File: config.mk
export PLATFORM = sky130hd
export DESIGN_NAME = exc_entry_unit
export DESIGN_NICKNAME = d
export VERILOG_FILES = /design/src/rtl/exc_vec_pkg.sv /design/src/rtl/exc_vec_target.sv /design/src/rtl/exc_save_calc.sv /design/src/rtl/exc_cp0_state.sv /design/src/rtl/exc_entry_unit.sv
export SDC_FILE = /design/constraint.sdc
export NUM_CORES = 1
export LEC_CHECK = 0
export BUFFER_PORTS_ARGS = -buffer_cell sky130_fd_sc_hd__buf_2
export CORE_MARGIN = 2
export CORE_UTILIZATION = 53
export DETAILED_ROUTE_END_ITERATION = 8
export GPL_TIMING_DRIVEN = 0
export PLACE_DENSITY_LB_ADDON = 0.2
export SYNTH_ARGS = -nofsm -noshare
export SYNTH_HDL_FRONTEND = slang
export SYNTH_SLANG_ARGS = --single-unit
File: constraint.sdc
create_clock -name clk -period 3.4 [get_ports clk]
set_input_delay 0.51 -clock clk [delete_from_list [all_inputs] [get_ports clk]]
set_output_delay 0.51 -clock clk [all_outputs]
set_load 0.02 [all_outputs]
File: src/rtl/exc_vec_pkg.sv
package exc_vec_pkg;

    localparam logic [31:0] BOOT_BASE_LO = 32'hBFC0_0200;
    localparam logic [31:0] NORM_BASE_LO = 32'h8000_0000;
    localparam int unsigned OFF_W        = 12;
    localparam logic [OFF_W-1:0] OFF_REFILL  = 12'h000;
    localparam logic [OFF_W-1:0] OFF_GENERAL = 12'h180;
    localparam int unsigned CODE_W       = 5;

    typedef enum logic [3:0] {
        K_INT        = 4'd0,
        K_TLB_MOD    = 4'd1,
        K_TLB_LD     = 4'd2,
        K_TLB_ST     = 4'd3,
        K_REFILL_LD  = 4'd4,
        K_REFILL_ST  = 4'd5,
        K_ADDR_LD    = 4'd6,
        K_ADDR_ST    = 4'd7,
        K_SYSCALL    = 4'd8,
        K_BREAK      = 4'd9,
        K_RSVD_INSN  = 4'd10,
        K_OVERFLOW   = 4'd11,
        K_TRAP       = 4'd12,
        K_SPARE0     = 4'd13,
        K_SPARE1     = 4'd14,
        K_SPARE2     = 4'd15
    } exc_kind_e;

    typedef struct packed {
        logic              refill;
        logic [CODE_W-1:0] code;
    } kind_info_t;

    function automatic kind_info_t decode_kind(exc_kind_e k);
        kind_info_t r;
        r.refill = 1'b0;
        unique case (k)
            K_INT:       r.code = 5'd0;
            K_TLB_MOD:   r.code = 5'd1;
            K_TLB_LD:    r.code = 5'd2;
            K_TLB_ST:    r.code = 5'd3;
            K_REFILL_LD: begin r.code = 5'd2; r.refill = 1'b1; end
            K_REFILL_ST: begin r.code = 5'd3; r.refill = 1'b1; end
            K_ADDR_LD:   r.code = 5'd4;
            K_ADDR_ST:   r.code = 5'd5;
            K_SYSCALL:   r.code = 5'd8;
            K_BREAK:     r.code = 5'd9;
            K_OVERFLOW:  r.code = 5'd12;
            K_TRAP:      r.code = 5'd13;
            default:     r.code = 5'd10;
        endcase
        return r;
    endfunction

endpackage

File: src/rtl/exc_vec_target.sv
module exc_vec_target
    import exc_vec_pkg::*;
#(
    parameter int unsigned XLEN = 64
) (
    input  logic            boot_sel,
    input  logic            refill_sel,
    input  logic [XLEN-1:0] code_base,
    output logic [XLEN-1:0] target
);
    localparam int unsigned HI_W = XLEN - 32;
    localparam logic [XLEN-1:0] BOOT_BASE =
        {{HI_W{BOOT_BASE_LO[31]}}, BOOT_BASE_LO};
    localparam logic [XLEN-1:0] NORM_BASE =
        {{HI_W{NORM_BASE_LO[31]}}, NORM_BASE_LO};

    logic [OFF_W-1:0] offset;
    logic [XLEN-1:0]  base;
    logic [XLEN-1:0]  absolute;

    always_comb begin
        offset   = refill_sel ? OFF_REFILL : OFF_GENERAL;
        base     = boot_sel ? BOOT_BASE : NORM_BASE;
        absolute = base + {{(XLEN-OFF_W){offset[OFF_W-1]}}, offset};
        target   = absolute - code_base;
    end
endmodule

File: src/rtl/exc_save_calc.sv
module exc_save_calc #(
    parameter int unsigned XLEN       = 64,
    parameter int unsigned INSN_BYTES = 4
) (
    input  logic [XLEN-1:0] fault_pc,
    input  logic            in_delay,
    output logic [XLEN-1:0] save_pc,
    output logic            save_bd
);
    localparam logic [XLEN-1:0] STEP = XLEN'(INSN_BYTES);

    always_comb begin
        save_pc = in_delay ? (fault_pc - STEP) : fault_pc;
        save_bd = in_delay;
    end
endmodule

File: src/rtl/exc_cp0_state.sv
module exc_cp0_state #(
    parameter int unsigned XLEN   = 64,
    parameter int unsigned CODE_W = 5
) (
    input  logic              clk,
    input  logic              rst,
    input  logic              take,
    input  logic              ret,
    input  logic [XLEN-1:0]   target,
    input  logic [XLEN-1:0]   save_pc,
    input  logic              save_bd,
    input  logic [CODE_W-1:0] code,
    output logic [XLEN-1:0]   next_pc,
    output logic [XLEN-1:0]   epc,
    output logic              bd,
    output logic [CODE_W-1:0] cause,
    output logic              exl
);
    logic save_en;
    assign save_en = take && !exl;

    always_ff @(posedge clk) begin
        if (rst) begin
            next_pc <= '0;
            epc     <= '0;
            bd      <= 1'b0;
            cause   <= '0;
            exl     <= 1'b0;
        end else if (take) begin
            next_pc <= target;
            cause   <= code;
            exl     <= 1'b1;
            if (save_en) begin
                epc <= save_pc;
                bd  <= save_bd;
            end
        end else if (ret) begin
            next_pc <= epc;
            exl     <= 1'b0;
        end
    end
endmodule

File: src/rtl/exc_entry_unit.sv
module exc_entry_unit
    import exc_vec_pkg::*;
#(
    parameter int unsigned XLEN       = 64,
    parameter int unsigned INSN_BYTES = 4
) (
    input  logic              clk,
    input  logic              rst,
    input  logic              exc_take_i,
    input  logic [3:0]        exc_kind_i,
    input  logic [XLEN-1:0]   fault_pc_i,
    input  logic              in_delay_i,
    input  logic              boot_vec_i,
    input  logic [XLEN-1:0]   code_base_i,
    input  logic              eret_i,
    output logic [XLEN-1:0]   next_pc_o,
    output logic [XLEN-1:0]   epc_o,
    output logic              bd_o,
    output logic [CODE_W-1:0] cause_code_o,
    output logic              exl_o
);
    kind_info_t      info;
    logic [XLEN-1:0] target;
    logic [XLEN-1:0] save_pc;
    logic            save_bd;

    assign info = decode_kind(exc_kind_e'(exc_kind_i));

    exc_vec_target #(.XLEN(XLEN)) u_target (
        .boot_sel   (boot_vec_i),
        .refill_sel (info.refill && !exl_o),
        .code_base  (code_base_i),
        .target     (target)
    );

    exc_save_calc #(.XLEN(XLEN), .INSN_BYTES(INSN_BYTES)) u_save (
        .fault_pc (fault_pc_i),
        .in_delay (in_delay_i),
        .save_pc  (save_pc),
        .save_bd  (save_bd)
    );

    exc_cp0_state #(.XLEN(XLEN), .CODE_W(CODE_W)) u_state (
        .clk     (clk),
        .rst     (rst),
        .take    (exc_take_i),
        .ret     (eret_i),
        .target  (target),
        .save_pc (save_pc),
        .save_bd (save_bd),
        .code    (info.code),
        .next_pc (next_pc_o),
        .epc     (epc_o),
        .bd      (bd_o),
        .cause   (cause_code_o),
        .exl     (exl_o)
    );
endmodule

==> impl_metrics.yaml <==
clock_network:
  tritoncts_clock_tree: "yes"
  cts.htree.levels: 4
  cts.hold.buffers_added: 0
  tritoncts.num_buffers: 17
  clk_pin_slew_worst_paths_ns: 0.06
  sink_count: 134
  clock_tree.buffer_depth: 2
  cts_root_buf: "sky130_fd_sc_hd__clkbuf_16"
  clock_latency_reported_for_the_late_side_of_the_worst_skew_pair_ns: 0.43
setup_path:
  flop2flop_setup_slack_ns: 0.07
  setup.worst_path.start: "u_state.exl"
  worstSetupStartpointType: "flip-flop"
  crit_arrival_ns: 3.65
  criticalPathCategory: "flip-flop to flip-flop"
  worst_r2r_endpoint: "u_state.next_pc[61]"
  worstSetupEndpointType: "flip-flop"
  required_ns: 3.72
  crit-reg2reg-launch: "u_state.exl"
  critPathCapture: "u_state.next_pc[61]"
  r2r_cells: 9
  timing.critical_path.fanout_max: 5
logic_synthesis:
  synth_warnings: 0
  avgSynthCellArea_sq_um: 8.22
  synth_compound_gate_area_share: 0.205
  synth_top_family_by_area: "simple AND/OR/NAND/NOR gates"
  yosys-mux-area-fraction: 0.0559
  mappedNetlistArea_sq_mm: 0.00895
  synth_edf_count: 0
  postSynth.asyncResetShare: 0
  yosys.area_share.adder: 0.0182
  ys_seq_elements: 134
  synth_ff_type: "sky130_fd_sc_hd__dfxtp_1"
  synthSimpleGateAreaFrac: 0.292
  seq_area_frac_synth: 0.300
  netlist_instances: 1089
  mappedNetlistNets: 1240
  synth-xor-area-share: 0.0852
  synth_cell_type_count: 77
place:
  portBuffers: 268
  gp_congestion: 0.989
  dp_cell_count: 1577
  detailedPlacementHpwl_microns: 26100
pwr:
  combPwrFrac: 0.225
  leakage_nw: 4.52
  power.sequential.fraction: 0.372
  sw_frac_of_total: 0.319
  finalPower_mw: 4.83
  vdd.ir_drop.worst_v: 0.000365
  pwr-share-clk: 0.404
  power.internal_mw: 3.29
  cellPowerDensity_mw_per_mm2: 431
  power_switching_mw: 1.54
timing:
  hold_viol: 0
  fin_crit_sh: 0.979
  total_negative_setup_slack_ns: 0
  grt_setup_unrepaired: "false"
  timing.hold.ws_ns: 0.292
  finalSetupViolations: 0
  slew_headroom: 0.309
  maxClockFrequency_mhz: 300
  skew_ns: 0.00643
  timing.final.crit_period_ns: 3.33
  worst-slew-pin-transition_ns: 1.03
  slew_violations: 0
worst_hold_path:
  min_path_type: "input pin to flip-flop"
finish:
  layout.cells.most_common_list: "sky130_fd_sc_hd__buf_2, sky130_fd_sc_hd__dfxtp_1, sky130_fd_sc_hd__nor2_1"
  final_layout_size_suffix_gt1_frac: 0.262
  final-instance-count-excl-fill: 1613
  area_growth_pct: 25.1
  layout_commonest_cell: "sky130_fd_sc_hd__buf_2"
  nets_final: 1527
floorplanning:
  die_x_microns: 134
  ios: 273
  design.core.area_sq_mm: 0.0165
  fp.dieArea_sq_mm: 0.0179
  start_util: 0.541
  y_dimension_of_the_die_microns: 134
  rows: 47
global_route:
  global_route_wire_length_before_repair_microns: 50900
  globalRouteOverflowTotal: 0
  number_of_antenna_violations_at_the_first_check_in_global_routing: 7
  groute.usage.overall: 0.366
  pin_count_of_the_biggest_net_entering_global_routing: 17
  grt_pass1_vias: 9449
route:
  final_antenna_net_count: 0
  number_of_design_rule_violations_left_by_the_first_detailed_router_iteration: 850
  remaining_drc_errors: 0
  route.final.wire_length_microns: 33600
  num_vias: 9945
  avgViaCountPerCell: 6.17
  wire_per_inst_microns: 20.8
  dr.pass1.iters: 6
flow_run:
  max_cap_viol_count: 0
run_status:
  result_of_the_run: "complete, no violations"
## cell usage after synthesis, types with 8 or more instances
cell / instances / area, sq um
sky130_fd_sc_hd__or4_1: 11 / 82.6
sky130_fd_sc_hd__buf_1: 8 / 30.0
sky130_fd_sc_hd__inv_1: 25 / 93.8
sky130_fd_sc_hd__ha_1: 13 / 163
sky130_fd_sc_hd__mux2i_1: 50 / 500
sky130_fd_sc_hd__dfxtp_1: 134 / 2680
sky130_fd_sc_hd__nand3_1: 27 / 135
sky130_fd_sc_hd__buf_2: 10 / 50.1
sky130_fd_sc_hd__nor4_1: 21 / 131
sky130_fd_sc_hd__nor4_2: 13 / 163
sky130_fd_sc_hd__o211ai_1: 10 / 75.1
sky130_fd_sc_hd__nor3_2: 12 / 120
sky130_fd_sc_hd__xnor2_1: 55 / 482
sky130_fd_sc_hd__and4_1: 14 / 123
sky130_fd_sc_hd__and2_1: 10 / 62.6
sky130_fd_sc_hd__nor3_1: 41 / 205
sky130_fd_sc_hd__xor2_1: 32 / 280
sky130_fd_sc_hd__nor2b_1: 26 / 163
sky130_fd_sc_hd__a211oi_2: 8 / 100
sky130_fd_sc_hd__a21oi_1: 32 / 160
sky130_fd_sc_hd__nand4_1: 13 / 81.3
sky130_fd_sc_hd__a311oi_1: 10 / 87.6
sky130_fd_sc_hd__nand2b_1: 9 / 56.3
sky130_fd_sc_hd__nand2_1: 70 / 263
sky130_fd_sc_hd__a211oi_1: 101 / 758
sky130_fd_sc_hd__or3_1: 24 / 150
sky130_fd_sc_hd__nor2_1: 120 / 450
sky130_fd_sc_hd__clkbuf_1: 50 / 188
sky130_fd_sc_hd__o21ai_0: 23 / 115
## area by class of cell
cell class              count  area, sq um
diodes                      5         12.5
plain buffers              71          292
clock buffers              20          467
clock inverters            11          149
fillers                  1469         5330
inverters                  26         97.6
multi-input cells         858         5880
flip-flops and latches    134         2680
well taps                 220          275
repair buffers            268         1340
## state kept, by name, summed over array words and instances (netlist names)
| register | cells |
|---|---|
| u_state.cause | 4 |
| u_state.bd | 1 |
| u_state.epc | 64 |
| u_state.next_pc | 64 |
| u_state.exl | 1 |
## per-layer routing
| metal | global-route usage | share of wire | vias up | wire length, microns |
|---|---|---|---|---|
| met5 | 0 | 0.00048 | - | 16 |
| met4 | 0.194 | 0.045 | 2 | 1520 |
| met3 | 0.0854 | 0.097 | 95 | 3270 |
| met2 | 0.615 | 0.47 | 541 | 15800 |
| met1 | 0.435 | 0.39 | 4649 | 13000 |
| li1 | - | - | 4658 | - |
## power groups by stage
stage / clock network (mW) / logic (mW) / registers (mW)
after floorplan: 0 / 0.490 / 1.95
after global placement: 0 / 1.04 / 1.82
after detailed placement: 0 / 1.06 / 1.82
after global routing: 2.00 / 1.17 / 1.80
final: 1.95 / 1.09 / 1.79
after CTS: 1.95 / 1.07 / 1.79
## critical path: stages, from the launching register on
cell and delay [ns]:
sky130_fd_sc_hd__dfxtp_1 0.37, sky130_fd_sc_hd__nor2_1 0.12, sky130_fd_sc_hd__nand3_1 0.14, sky130_fd_sc_hd__ha_1 0.38
sky130_fd_sc_hd__and4b_1 0.25, sky130_fd_sc_hd__and3_1 0.32, sky130_fd_sc_hd__o211ai_1 0.24, sky130_fd_sc_hd__a2111oi_1 0.89
sky130_fd_sc_hd__o21ai_0 0.23, sky130_fd_sc_hd__a31o_1 0.27
## worst min path at each step
stage / startpoint / to / slack, ns / depth (start not counted)
2_1_floorplan: u_state.bd / u_state.bd / 0.53 / 2
3_3_place_gp: u_state.bd / u_state.bd / 0.45 / 2
3_5_place_dp: u_state.bd / u_state.bd / 0.46 / 2
4_1_cts: code_base_i[50] / u_state.next_pc[50] / 0.29 / 2
5_1_grt: code_base_i[50] / u_state.next_pc[50] / 0.30 / 2
6_report: code_base_i[50] / u_state.next_pc[50] / 0.29 / 2
## kinds of logic after synthesis
kind of cell | count (synthesis)
AOI/OAI and AO/OA | 248
xor gates and xnor gates | 87
adders and majority gates | 13
buffers and inverters | 97
DFF | 134
muxes | 50
other | 1
and+or+nand+nor | 459
## through the flow
step,area (sq um),setup slack [ns],util
after global routing,11200,0.0244,0.677
after global placement,10600,-0.147,0.639
after floorplan,8950,0.747,-
after detailed placement,10600,-0.189,0.639
after CTS,11200,0.0716,0.677
final,11200,0.0700,0.677
## timing repair
| item | in CTS | in global routing |
|---|---|---|
| gates resized for setup | 0 | 1 |
| setup buffers | 0 | 0 |
| endpoints found under the setup margin | 0 | 1 |
Power figures use the tool's default switching activity.
